===== src/rtl/rxr_pkg.sv =====
package rxr_pkg;
  typedef enum logic [1:0] {
    ST_IDLE,
    ST_DATA,
    ST_DROP,
    ST_HDR
  } rxr_state_e;

  localparam logic [7:0] STAT_GOOD  = 8'h01;
  localparam logic [7:0] STAT_GROUP = 8'h20;
  localparam int unsigned HDR_BYTES = 4;
  localparam int unsigned HDR_LEN_W = 16;
endpackage


===== src/rtl/rxr_admit.sv =====
module rxr_admit #(
  parameter int unsigned PG_W      = 8,
  parameter int unsigned LEN_W     = 16,
  parameter int unsigned END_PG    = 128,
  parameter int unsigned MAX_FRAME = 1514
) (
  input  logic             stop_i,
  input  logic [PG_W-1:0]  first_pg_i,
  input  logic [PG_W-1:0]  last_pg_i,
  input  logic [PG_W-1:0]  bnd_pg_i,
  input  logic [PG_W-1:0]  cur_pg_i,
  input  logic [LEN_W-1:0] len_i,
  output logic             ok_o,
  output logic [PG_W-1:0]  base_pg_o,
  output logic [PG_W-1:0]  next_pg_o
);
  localparam int unsigned FREE_W = PG_W + 2;
  localparam int unsigned FB_W   = FREE_W + 8;
  localparam int unsigned NX_W   = PG_W + LEN_W + 1;
  localparam logic signed [FB_W-1:0] NEED_B = FB_W'(MAX_FRAME + 4);
  localparam logic [PG_W:0] END_V = (PG_W+1)'(END_PG);
  // header (4) + trailing CRC room (4) + round-up to a page (255)
  localparam logic [LEN_W+1:0] ALLOC_ADD = (LEN_W+2)'(263);

  logic signed [FREE_W-1:0] free_pg;
  logic signed [FB_W-1:0]   free_b;
  logic [LEN_W+1:0]         alloc_b;
  logic [NX_W-1:0]          next_raw;

  always_comb begin
    if (cur_pg_i < bnd_pg_i) begin
      free_pg = $signed({2'b00, bnd_pg_i}) - $signed({2'b00, cur_pg_i});
    end else begin
      free_pg = ($signed({2'b00, last_pg_i}) - $signed({2'b00, first_pg_i}))
              - ($signed({2'b00, cur_pg_i}) - $signed({2'b00, bnd_pg_i}));
    end
    free_b = {free_pg, 8'h00};
    ok_o   = !stop_i && (last_pg_i > first_pg_i) && (free_b >= NEED_B);

    base_pg_o = ({1'b0, cur_pg_i} >= END_V) ? first_pg_i : cur_pg_i;

    alloc_b  = {2'b00, len_i} + ALLOC_ADD;
    next_raw = NX_W'(base_pg_o) + NX_W'(alloc_b >> 8);
    if (next_raw >= NX_W'(last_pg_i)) begin
      next_raw = next_raw - NX_W'(last_pg_i - first_pg_i);
    end
    next_pg_o = next_raw[PG_W-1:0];
  end
endmodule


===== src/rtl/rxr_wrap_ctr.sv =====
module rxr_wrap_ctr #(
  parameter int unsigned PG_W = 8,
  localparam int unsigned ADDR_W = PG_W + 8
) (
  input  logic              clk_i,
  input  logic              rst_ni,
  input  logic              load_i,
  input  logic [ADDR_W-1:0] load_addr_i,
  input  logic              step_i,
  input  logic [PG_W-1:0]   first_pg_i,
  input  logic [PG_W-1:0]   last_pg_i,
  output logic [ADDR_W-1:0] addr_o
);
  logic [ADDR_W-1:0] addr_q;

  function automatic logic [ADDR_W-1:0] wrap_inc(input logic [ADDR_W-1:0] a,
                                                  input logic [PG_W-1:0] f,
                                                  input logic [PG_W-1:0] l);
    logic [ADDR_W-1:0] n;
    n = a + ADDR_W'(1);
    if (n == {l, 8'h00}) n = {f, 8'h00};
    return n;
  endfunction

  always_ff @(posedge clk_i or negedge rst_ni) begin
    if (!rst_ni) begin
      addr_q <= '0;
    end else if (load_i) begin
      addr_q <= wrap_inc(load_addr_i, first_pg_i, last_pg_i);
    end else if (step_i) begin
      addr_q <= wrap_inc(addr_q, first_pg_i, last_pg_i);
    end
  end

  assign addr_o = addr_q;
endmodule


===== src/rtl/rx_ring_writer.sv =====
module rx_ring_writer
  import rxr_pkg::*;
#(
  parameter int unsigned PG_W      = 8,
  parameter int unsigned LEN_W     = 16,
  parameter int unsigned END_PG    = 128,
  parameter int unsigned MAX_FRAME = 1514,
  localparam int unsigned ADDR_W   = PG_W + 8
) (
  input  logic              clk_i,
  input  logic              rst_ni,
  input  logic              rx_stop_i,
  input  logic [PG_W-1:0]   ring_first_pg_i,
  input  logic [PG_W-1:0]   ring_last_pg_i,
  input  logic [PG_W-1:0]   bnd_pg_i,
  input  logic              cur_ld_i,
  input  logic [PG_W-1:0]   cur_ld_pg_i,
  input  logic              irq_clr_i,
  input  logic              in_valid_i,
  input  logic              in_sof_i,
  input  logic              in_eof_i,
  input  logic [7:0]        in_data_i,
  input  logic [LEN_W-1:0]  in_len_i,
  output logic              busy_o,
  output logic              mem_we_o,
  output logic [ADDR_W-1:0] mem_addr_o,
  output logic [7:0]        mem_wdata_o,
  output logic              done_o,
  output logic [PG_W-1:0]   cur_pg_o,
  output logic              rx_irq_o
);
  localparam logic [PG_W:0] END_V = (PG_W+1)'(END_PG);
  localparam logic [ADDR_W-1:0] DATA_OFS = ADDR_W'(HDR_BYTES);

  rxr_state_e        state_q;
  logic [PG_W-1:0]   cur_q, next_q;
  logic [ADDR_W-1:0] base_q, addr_q, ctr_addr, base_addr;
  logic [HDR_LEN_W-1:0] tot_q;
  logic [7:0]        stat_q, wdata_q, hdr_byte;
  logic [1:0]        hcnt_q;
  logic              we_q, done_q, irq_q;
  logic              ok, sof_hit, ctr_load, ctr_step;
  logic [PG_W-1:0]   base_pg, next_pg;

  assign sof_hit  = (state_q == ST_IDLE) && in_valid_i && in_sof_i;
  assign ctr_load = sof_hit && ok;
  assign ctr_step = (state_q == ST_DATA) && in_valid_i;
  assign base_addr = {base_pg, 8'h00};

  rxr_admit #(
    .PG_W(PG_W), .LEN_W(LEN_W), .END_PG(END_PG), .MAX_FRAME(MAX_FRAME)
  ) u_admit (
    .stop_i    (rx_stop_i),
    .first_pg_i(ring_first_pg_i),
    .last_pg_i (ring_last_pg_i),
    .bnd_pg_i  (bnd_pg_i),
    .cur_pg_i  (cur_q),
    .len_i     (in_len_i),
    .ok_o      (ok),
    .base_pg_o (base_pg),
    .next_pg_o (next_pg)
  );

  rxr_wrap_ctr #(.PG_W(PG_W)) u_ctr (
    .clk_i      (clk_i),
    .rst_ni     (rst_ni),
    .load_i     (ctr_load),
    .load_addr_i(base_addr + DATA_OFS),
    .step_i     (ctr_step),
    .first_pg_i (ring_first_pg_i),
    .last_pg_i  (ring_last_pg_i),
    .addr_o     (ctr_addr)
  );

  always_comb begin
    unique case (hcnt_q)
      2'd0:    hdr_byte = stat_q;
      2'd1:    hdr_byte = 8'(next_q);
      2'd2:    hdr_byte = tot_q[7:0];
      default: hdr_byte = tot_q[15:8];
    endcase
  end

  always_ff @(posedge clk_i or negedge rst_ni) begin
    if (!rst_ni) begin
      state_q <= ST_IDLE;
      cur_q   <= '0;
      next_q  <= '0;
      base_q  <= '0;
      addr_q  <= '0;
      tot_q   <= '0;
      stat_q  <= '0;
      wdata_q <= '0;
      hcnt_q  <= '0;
      we_q    <= 1'b0;
      done_q  <= 1'b0;
      irq_q   <= 1'b0;
    end else begin
      we_q   <= 1'b0;
      done_q <= 1'b0;
      if (irq_clr_i) irq_q <= 1'b0;
      unique case (state_q)
        ST_IDLE: begin
          if (sof_hit) begin
            if (ok) begin
              we_q    <= 1'b1;
              addr_q  <= base_addr + DATA_OFS;
              wdata_q <= in_data_i;
              base_q  <= base_addr;
              next_q  <= next_pg;
              tot_q   <= HDR_LEN_W'(in_len_i) + HDR_LEN_W'(HDR_BYTES);
              stat_q  <= STAT_GOOD | (in_data_i[0] ? STAT_GROUP : 8'h00);
              hcnt_q  <= '0;
              state_q <= in_eof_i ? ST_HDR : ST_DATA;
            end else begin
              state_q <= in_eof_i ? ST_IDLE : ST_DROP;
            end
          end else if (cur_ld_i && ({1'b0, cur_ld_pg_i} < END_V)) begin
            cur_q <= cur_ld_pg_i;
          end
        end
        ST_DATA: begin
          if (in_valid_i) begin
            we_q    <= 1'b1;
            addr_q  <= ctr_addr;
            wdata_q <= in_data_i;
            if (in_eof_i) state_q <= ST_HDR;
          end
        end
        ST_DROP: begin
          if (in_valid_i && in_eof_i) state_q <= ST_IDLE;
        end
        default: begin
          we_q    <= 1'b1;
          addr_q  <= base_q + ADDR_W'(hcnt_q);
          wdata_q <= hdr_byte;
          hcnt_q  <= hcnt_q + 2'd1;
          if (hcnt_q == 2'd3) begin
            done_q  <= 1'b1;
            cur_q   <= next_q;
            irq_q   <= 1'b1;
            state_q <= ST_IDLE;
          end
        end
      endcase
    end
  end

  assign busy_o      = (state_q != ST_IDLE);
  assign mem_we_o    = we_q;
  assign mem_addr_o  = addr_q;
  assign mem_wdata_o = wdata_q;
  assign done_o      = done_q;
  assign cur_pg_o    = cur_q;
  assign rx_irq_o    = irq_q;
endmodule


===== config.mk =====
export PLATFORM = sky130hd
export DESIGN_NAME = rx_ring_writer
export DESIGN_NICKNAME = d
export VERILOG_FILES = /design/src/rtl/rxr_pkg.sv /design/src/rtl/rxr_admit.sv /design/src/rtl/rxr_wrap_ctr.sv /design/src/rtl/rx_ring_writer.sv
export SDC_FILE = /design/constraint.sdc
export NUM_CORES = 1
export LEC_CHECK = 0
export ABC_AREA = 0
export CORE_MARGIN = 5
export CORE_UTILIZATION = 40
export CTS_BUF_LIST = sky130_fd_sc_hd__clkbuf_16
export DETAILED_ROUTE_END_ITERATION = 6
export PLACE_DENSITY = 0.62
export SLEW_MARGIN = 20
export SYNTH_ARGS = -nofsm -noshare
export SYNTH_HDL_FRONTEND = slang
export SYNTH_SLANG_ARGS = --single-unit

===== constraint.sdc =====
create_clock -name clk_i -period 10 [get_ports clk_i]
set_clock_uncertainty 0.1 [all_clocks]
set_input_delay 1.5 -clock clk_i [delete_from_list [all_inputs] [get_ports clk_i]]
set_output_delay 1.5 -clock clk_i [all_outputs]
set_load 0.02 [all_outputs]

---- After elaboration in Yosys (flattened, before gate mapping) ----
Cells that the tools add are included.
storage, ports and cells
  bits in registers ....................... 95
cells by class
  eq/ne operators ......................... 14
  $lt $le $gt $ge ......................... 6
  muxes and demuxes ....................... 42
  $add $sub $neg .......................... 14
  bitwise logic cells ..................... 2
  reductions and logical operators ........ 22
operators by type and width
  kind                                                    count
  two-way mux 16 bit                                      7
  two-way mux 8 bit                                       8
  case mux 16 bit (3 select lines)                        1
  case mux 8 bit (3 select lines)                         2
  adder 16 x 1 -> 16 bit (second input constant)          2
  adder 16 x 3 -> 16 bit (second input constant)          2
  == test 16 bit                                          2
  subtractor 8 x 8 -> 9 bit                               3
  two-way mux 2 bit                                       10
  >= comparator 18 x 12 -> 1 bit (second input constant)  1
  adder 16 x 9 -> 17 bit (second input constant)          1
  adder 16 x 2 -> 16 bit                                  1
  case mux 8 bit (2 select lines)                         1
  subtractor 8 bit                                        2
  != test 2 bit (second input constant)                   6
  >= comparator 11 x 8 -> 1 bit                           1
  adder 8 x 9 -> 10 bit                                   1
  two-way mux 10 bit                                      1
  subtractor 10 bit                                       1
  >= comparator 8 bit (second input constant)             1
  greater-than comparator 8 bit                           1
  logical AND 1 bit                                       8
  < comparator 8 bit                                      1
  < comparator 8 bit (second input constant)              1
  other kinds (19)                                        35

---- Logic depth before layout (Yosys ltp) ----
  depth after elaboration ................. 8
  depth in mapped cells ................... 22

---- Hierarchy ----
A second synthesis with hierarchy kept.
unflattened totals
  cell total of the unflattened synthesis .. 1058
  area, all modules ....................... 8729.6 um2
modules (own cells, without submodules)
  module          cells an instance  area each (um2)  instances
  rx_ring_writer  398                3759.9           1
  rxr_admit       372                2726.4           1
  rxr_wrap_ctr    288                2243.4           1

---- Worst setup path before layout ----
No wires, ideal clock.
  kind .................................... input -> register
  from .................................... input ring_last_pg_i[0]
  to ...................................... register addr_q[15] (netlist: mem_addr_o[15])
  path buffers ............................ 1
  cell stages on the path ................. 20
  path slack .............................. 4.496 ns
  arrival time ............................ 5.279 ns
  required time ........................... 9.775 ns
  cell sequence ........................... inv_1 -> ha_1 -> inv_1 -> fa_1 -> a21o_1 -> a21oi_1 -> o21bai_1 -> a21oi_1 -> xnor2_1 -> ha_1 -> a21oi_1 -> o21ai_0 -> a21oi_1 -> xnor2_1 -> a2111oi_1 -> a311o_1 -> a211o_4 -> a21oi_4 -> buf_6 -> mux2_4
on the way
  cells in the longest elaborated chain, start to end .. 7
ends and longest elaborated chain
  item                               RTL line               text
  start, declared                    rx_ring_writer.sv:14   input logic [PG_W-1:0] ring_last_pg_i,
  subtractor 8 x 8 -> 9 bit          rxr_admit.sv:34        free_pg = ($signed({2'b00, last_pg_i}) - $signed({2'b00, first_pg_i}))
  subtractor 10 bit                  rxr_admit.sv:35        - ($signed({2'b00, cur_pg_i}) - $signed({2'b00, bnd_pg_i}));
  two-way mux 10 bit                 rxr_admit.sv:31        if (cur_pg_i < bnd_pg_i) begin
  >= comparator 18 x 12 -> 1 bit     rxr_admit.sv:38        ok_o = !stop_i && (last_pg_i > first_pg_i) && (free_b >= NEED_B);
  logical AND 1 bit (*)              rxr_admit.sv:38
  != test 2 bit (no line) (*)        -
  AND reduction 4 bit (no line) (*)  -
  end signal, assigned               rx_ring_writer.sv:107  addr_q <= base_addr + DATA_OFS;
  end signal, assigned               rx_ring_writer.sv:125  addr_q <= ctr_addr;
  end signal, assigned               rx_ring_writer.sv:135  addr_q <= base_q + ADDR_W'(hcnt_q);
  end, declared                      rx_ring_writer.sv:37   logic [ADDR_W-1:0] base_q, addr_q, ctr_addr, base_addr;
Mark *: on every way between the ends. The rest lies on a longest branch, timed or not.
A chain may end at the register's enable or synchronous reset.

---- Final worst setup path ----
  from .................................... input ring_last_pg_i[0]
  to ...................................... register wdata_q[6] (netlist: mem_wdata_o[6])
on the way
  cells in the longest elaborated chain, start to end .. 7
ends and longest elaborated chain
  item                               RTL line               text
  subtractor 8 x 8 -> 9 bit          rxr_admit.sv:34
  subtractor 10 bit                  rxr_admit.sv:35
  two-way mux 10 bit                 rxr_admit.sv:31
  >= comparator 18 x 12 -> 1 bit     rxr_admit.sv:38
  logical AND 1 bit (*)              rxr_admit.sv:38
  != test 2 bit (no line) (*)        -
  AND reduction 4 bit (no line) (*)  -
  end signal, assigned               rx_ring_writer.sv:108  wdata_q <= in_data_i;
  end signal, assigned               rx_ring_writer.sv:126  wdata_q <= in_data_i;
  end signal, assigned               rx_ring_writer.sv:136  wdata_q <= hdr_byte;
  end, declared                      rx_ring_writer.sv:39   logic [7:0] stat_q, wdata_q, hdr_byte;
Marks and branches as above.

==> results.yml <==
yosys:
  synthMuxAreaShare: 0.0800
  ys_ff_latch: 89
  syn_avg_cell_area_um2: 8.75
  syn_area_um2: 7690
  synthAdderAreaFrac: 0.142
  synth_flop_cell: "dfrtp_1"
  seq_area_frac_synth: 0.290
  yosys.area_share.simple: 0.154
  async_reset_ff_frac: 1.00
  synthXorXnorAreaFrac: 0.0797
  synth_compound_area_frac: 0.187
  synth.distinct_cells: 77
  yosys_warnings: 0
  syn_inst: 879
  synth_fp_nets: 1023
  synth_edf_count: 0
  synth_top_family_by_area: "compound AO/OA/AOI/OAI gates"
cells_and_area:
  drive_gt1_frac: 0.0670
  antenna_cells: 0
  area_growth_pct: 18.1
  fin_nets: 1094
  num-fill-cells: 1804
  fin_cells: 1215
  final_cell_area_um2: 9080
clock_tree:
  cts_sinks: 89
  clock_latency_ps: 350
  cts_setup_buffers: 0
  hold_buffers: 0
  cts-htree-levels: 3
  cts-root-buf: "clkbuf_16"
  cts.clk_slew.worst_paths_ps: 70
  cts_inserted_buffers: 9
  cts_resized: 0
  cts_tree: "yes"
  cts_buffer_depth: 2
place:
  dp_hpwl_mm: 16.6
  placed_cells: 1199
  dpl_cell_area_um2: 8810
  numPortBuffers: 99
  gp_congestion: 0.866
floorplan:
  row_count: 50
  initial_utilization: 0.408
  die_w_um: 149
  ios: 100
  dieArea_um2: 22100
  coreArea_um2: 18800
  die_h_um: 149
grt:
  grt-ovfl-total: 0
  antenna_found_initial: 0
  first_global_vias: 6148
  gr-usage-met2: 0.316
  grt-busiest-layer: "met2"
  met1_usage: 0.264
  grt_pass1_wl_mm: 33.4
  grt_use_total: 0.189
  grt_max_degree: 79
  met3_usage: 0.0259
route:
  via_per_inst: 5.22
  routedWlPerCell_um: 17.2
  vias: 6343
  drt_iter0_markers: 421
  dr.pass1.iters: 5
  postRouteAntennaNets: 0
  drcViolationCount: 0
  finalWirelength_mm: 20.9
sta:
  fmax_mhz: 151
  tightest_slew_ps: 989
  tns_ps: 0
  finalCritPeriodShare: 0.663
  setup_viol: 0
  slew_headroom: 0.339
  slew_violations: 0
  hold_violations: 0
  holdWs_ps: 390
  grt_setup_unrepaired: "no"
  min_period_ps: 6630
critical_path:
  path_max_fanout: 24
  cpPeakStageDelay_ps: 780
  cp_slowest_cell: "a21oi_4"
  critPathRequiredTime_ps: 10130
  worstSetupPathType: "in2reg"
  startpoint_type: "input port"
  arrival_ps: 6760
  path_cells: "clkdlybuf4s50_1, inv_1, ha_1, inv_1, fa_1, a21o_1, a21oi_1, o21bai_1, a21oi_1, xnor2_1, ha_1, a21oi_1, o21ai_0, a21oi_1, xnor2_1, a2111oi_1, a311o_1, a211o_4, a21oi_4, mux2_2"
  endpoint_kind: "register"
  worst_path_most_repeated_cell: "a21oi_1"
job:
  max_cap_viol_count: 0
power:
  power_density_nw_per_um2: 311
  p_leak_nw: 4.08
  power.total_w: 0.00282
  worst_ir_drop_vdd_mv: 0.156
outcome:
  status: "finished, final reports clean"
min_path:
  min_path_type: "reg2reg"
[routing by layer]
layer  vias up  part of all wire  wire length [µm]
met1      2969              0.47              9790
met3        17             0.042               874
met5         -                 0                 0
met2       152              0.48              9970
li1       3205                 -                 -
met4         0             0.012               244
[power by group]
group,leakage (nW),switching (W),internal (W),total (W)
clock network,0.127,0.000147,0.000168,0.000314
registers,1.12,0.000134,0.000503,0.000637
logic,2.83,0.00102,0.000847,0.00187
[state kept, by name, summed over array words and instances, names as in the netlist]
| register | cells |
|---|---|
| mem_addr_o | 16 |
| tot_q | 16 |
| u_ctr.addr_o | 16 |
| base_q | 8 |
| cur_pg_o | 8 |
| mem_wdata_o | 8 |
| next_q | 8 |
| hcnt_q | 2 |
| stat_q | 2 |
| state_q | 2 |
| done_o | 1 |
| mem_we_o | 1 |
| rx_irq_o | 1 |
[per-stage QoR]
step,utilization,worst slack (ps)
6_report,0.482,3370
5_1_grt,0.482,3130
4_1_cts,0.482,3440
3_5_place_dp,0.468,3070
3_3_place_gp,0.468,3190
2_1_floorplan,-,4500
[synth_stat cells, types with 14 or more instances]
cell      number  area, µm²
nor2_1        61        229
mux2i_1       27        270
nand2_1       90        338
o21ai_0       65        325
inv_1         79        297
clkbuf_1      24       90.1
a21oi_1       55        275
nor2b_1       14       87.6
nand3_1       17       85.1
xor2_1        30        263
xnor2_1       40        350
ha_1          68        851
a21o_1        15        113
dfrtp_1       89       2230
mux2_4        14        210
[cell usage in the layout, fill, tap and decap left out, types with 4 or more instances in the layout]
master,instances
mux2_2,7
nor2b_1,14
fa_1,12
nor3_1,11
a22oi_1,7
o22ai_1,8
inv_1,79
a31oi_1,5
o21bai_1,4
o2bb2ai_1,7
o21ai_0,65
a211oi_1,4
a21oi_1,55
nand2b_1,4
o211ai_1,5
nor2_1,61
and3_1,9
mux2i_1,27
nand4_1,12
a221o_1,6
ha_1,68
xor2_1,30
nand2_1,90
or2_2,6
clkdlybuf4s50_1,98
o21a_1,6
nand3_1,17
mux2_4,14
clkbuf_16,9
mux2_1,5
dfrtp_1,89
a21o_1,15
xnor2_1,40
[critical path, delay by kind of cell]
kind | cells | cell delay, ps
fa+ha+maj | 3 | 860
xor+xnor | 2 | 290
compound gates | 11 | 2980
buf+inv | 3 | 700
mux | 1 | 410
[area by class of cell]
cell class | count | area, µm² | share of cell area
Tap cell | 260 | 325 | 0.0358
Sequential cell | 89 | 2230 | 0.245
Timing Repair Buffer | 102 | 1010 | 0.112
Inverter | 80 | 300 | 0.0331
Multi-Input combinational cell | 668 | 4940 | 0.544
Clock inverter | 7 | 45.0 | 0.00496
Clock buffer | 9 | 225 | 0.0248
[path summary, 6_finish.rpt]
check | startpoint | to | slack, ps | cells after the start
min in group asynchronous | rst_ni | mem_addr_o[5] | 890 | 1
worst max-delay path | ring_last_pg_i[0] | mem_wdata_o[6] | 3370 | 20
worst max register to register | cur_pg_o[7] | next_q[1] | 4780 | 16
max in group asynchronous | rst_ni | cur_pg_o[6] | 7940 | 2
worst min-delay path | rx_irq_o | rx_irq_o | 390 | 1
worst min register to register | rx_irq_o | rx_irq_o | 390 | 1
[kinds of logic (layout without fill, tap and decap cells)]
family	count (synthesis)	in the layout
and+or+nand+nor	247	247
AOI/OAI and AO/OA	218	218
buffers and inverters	122	198
DFF	89	89
adders and majority gates	80	80
xor gates and xnor gates	70	70
muxes	53	53
No activity file was read; power rests on OpenSTA's default activity.
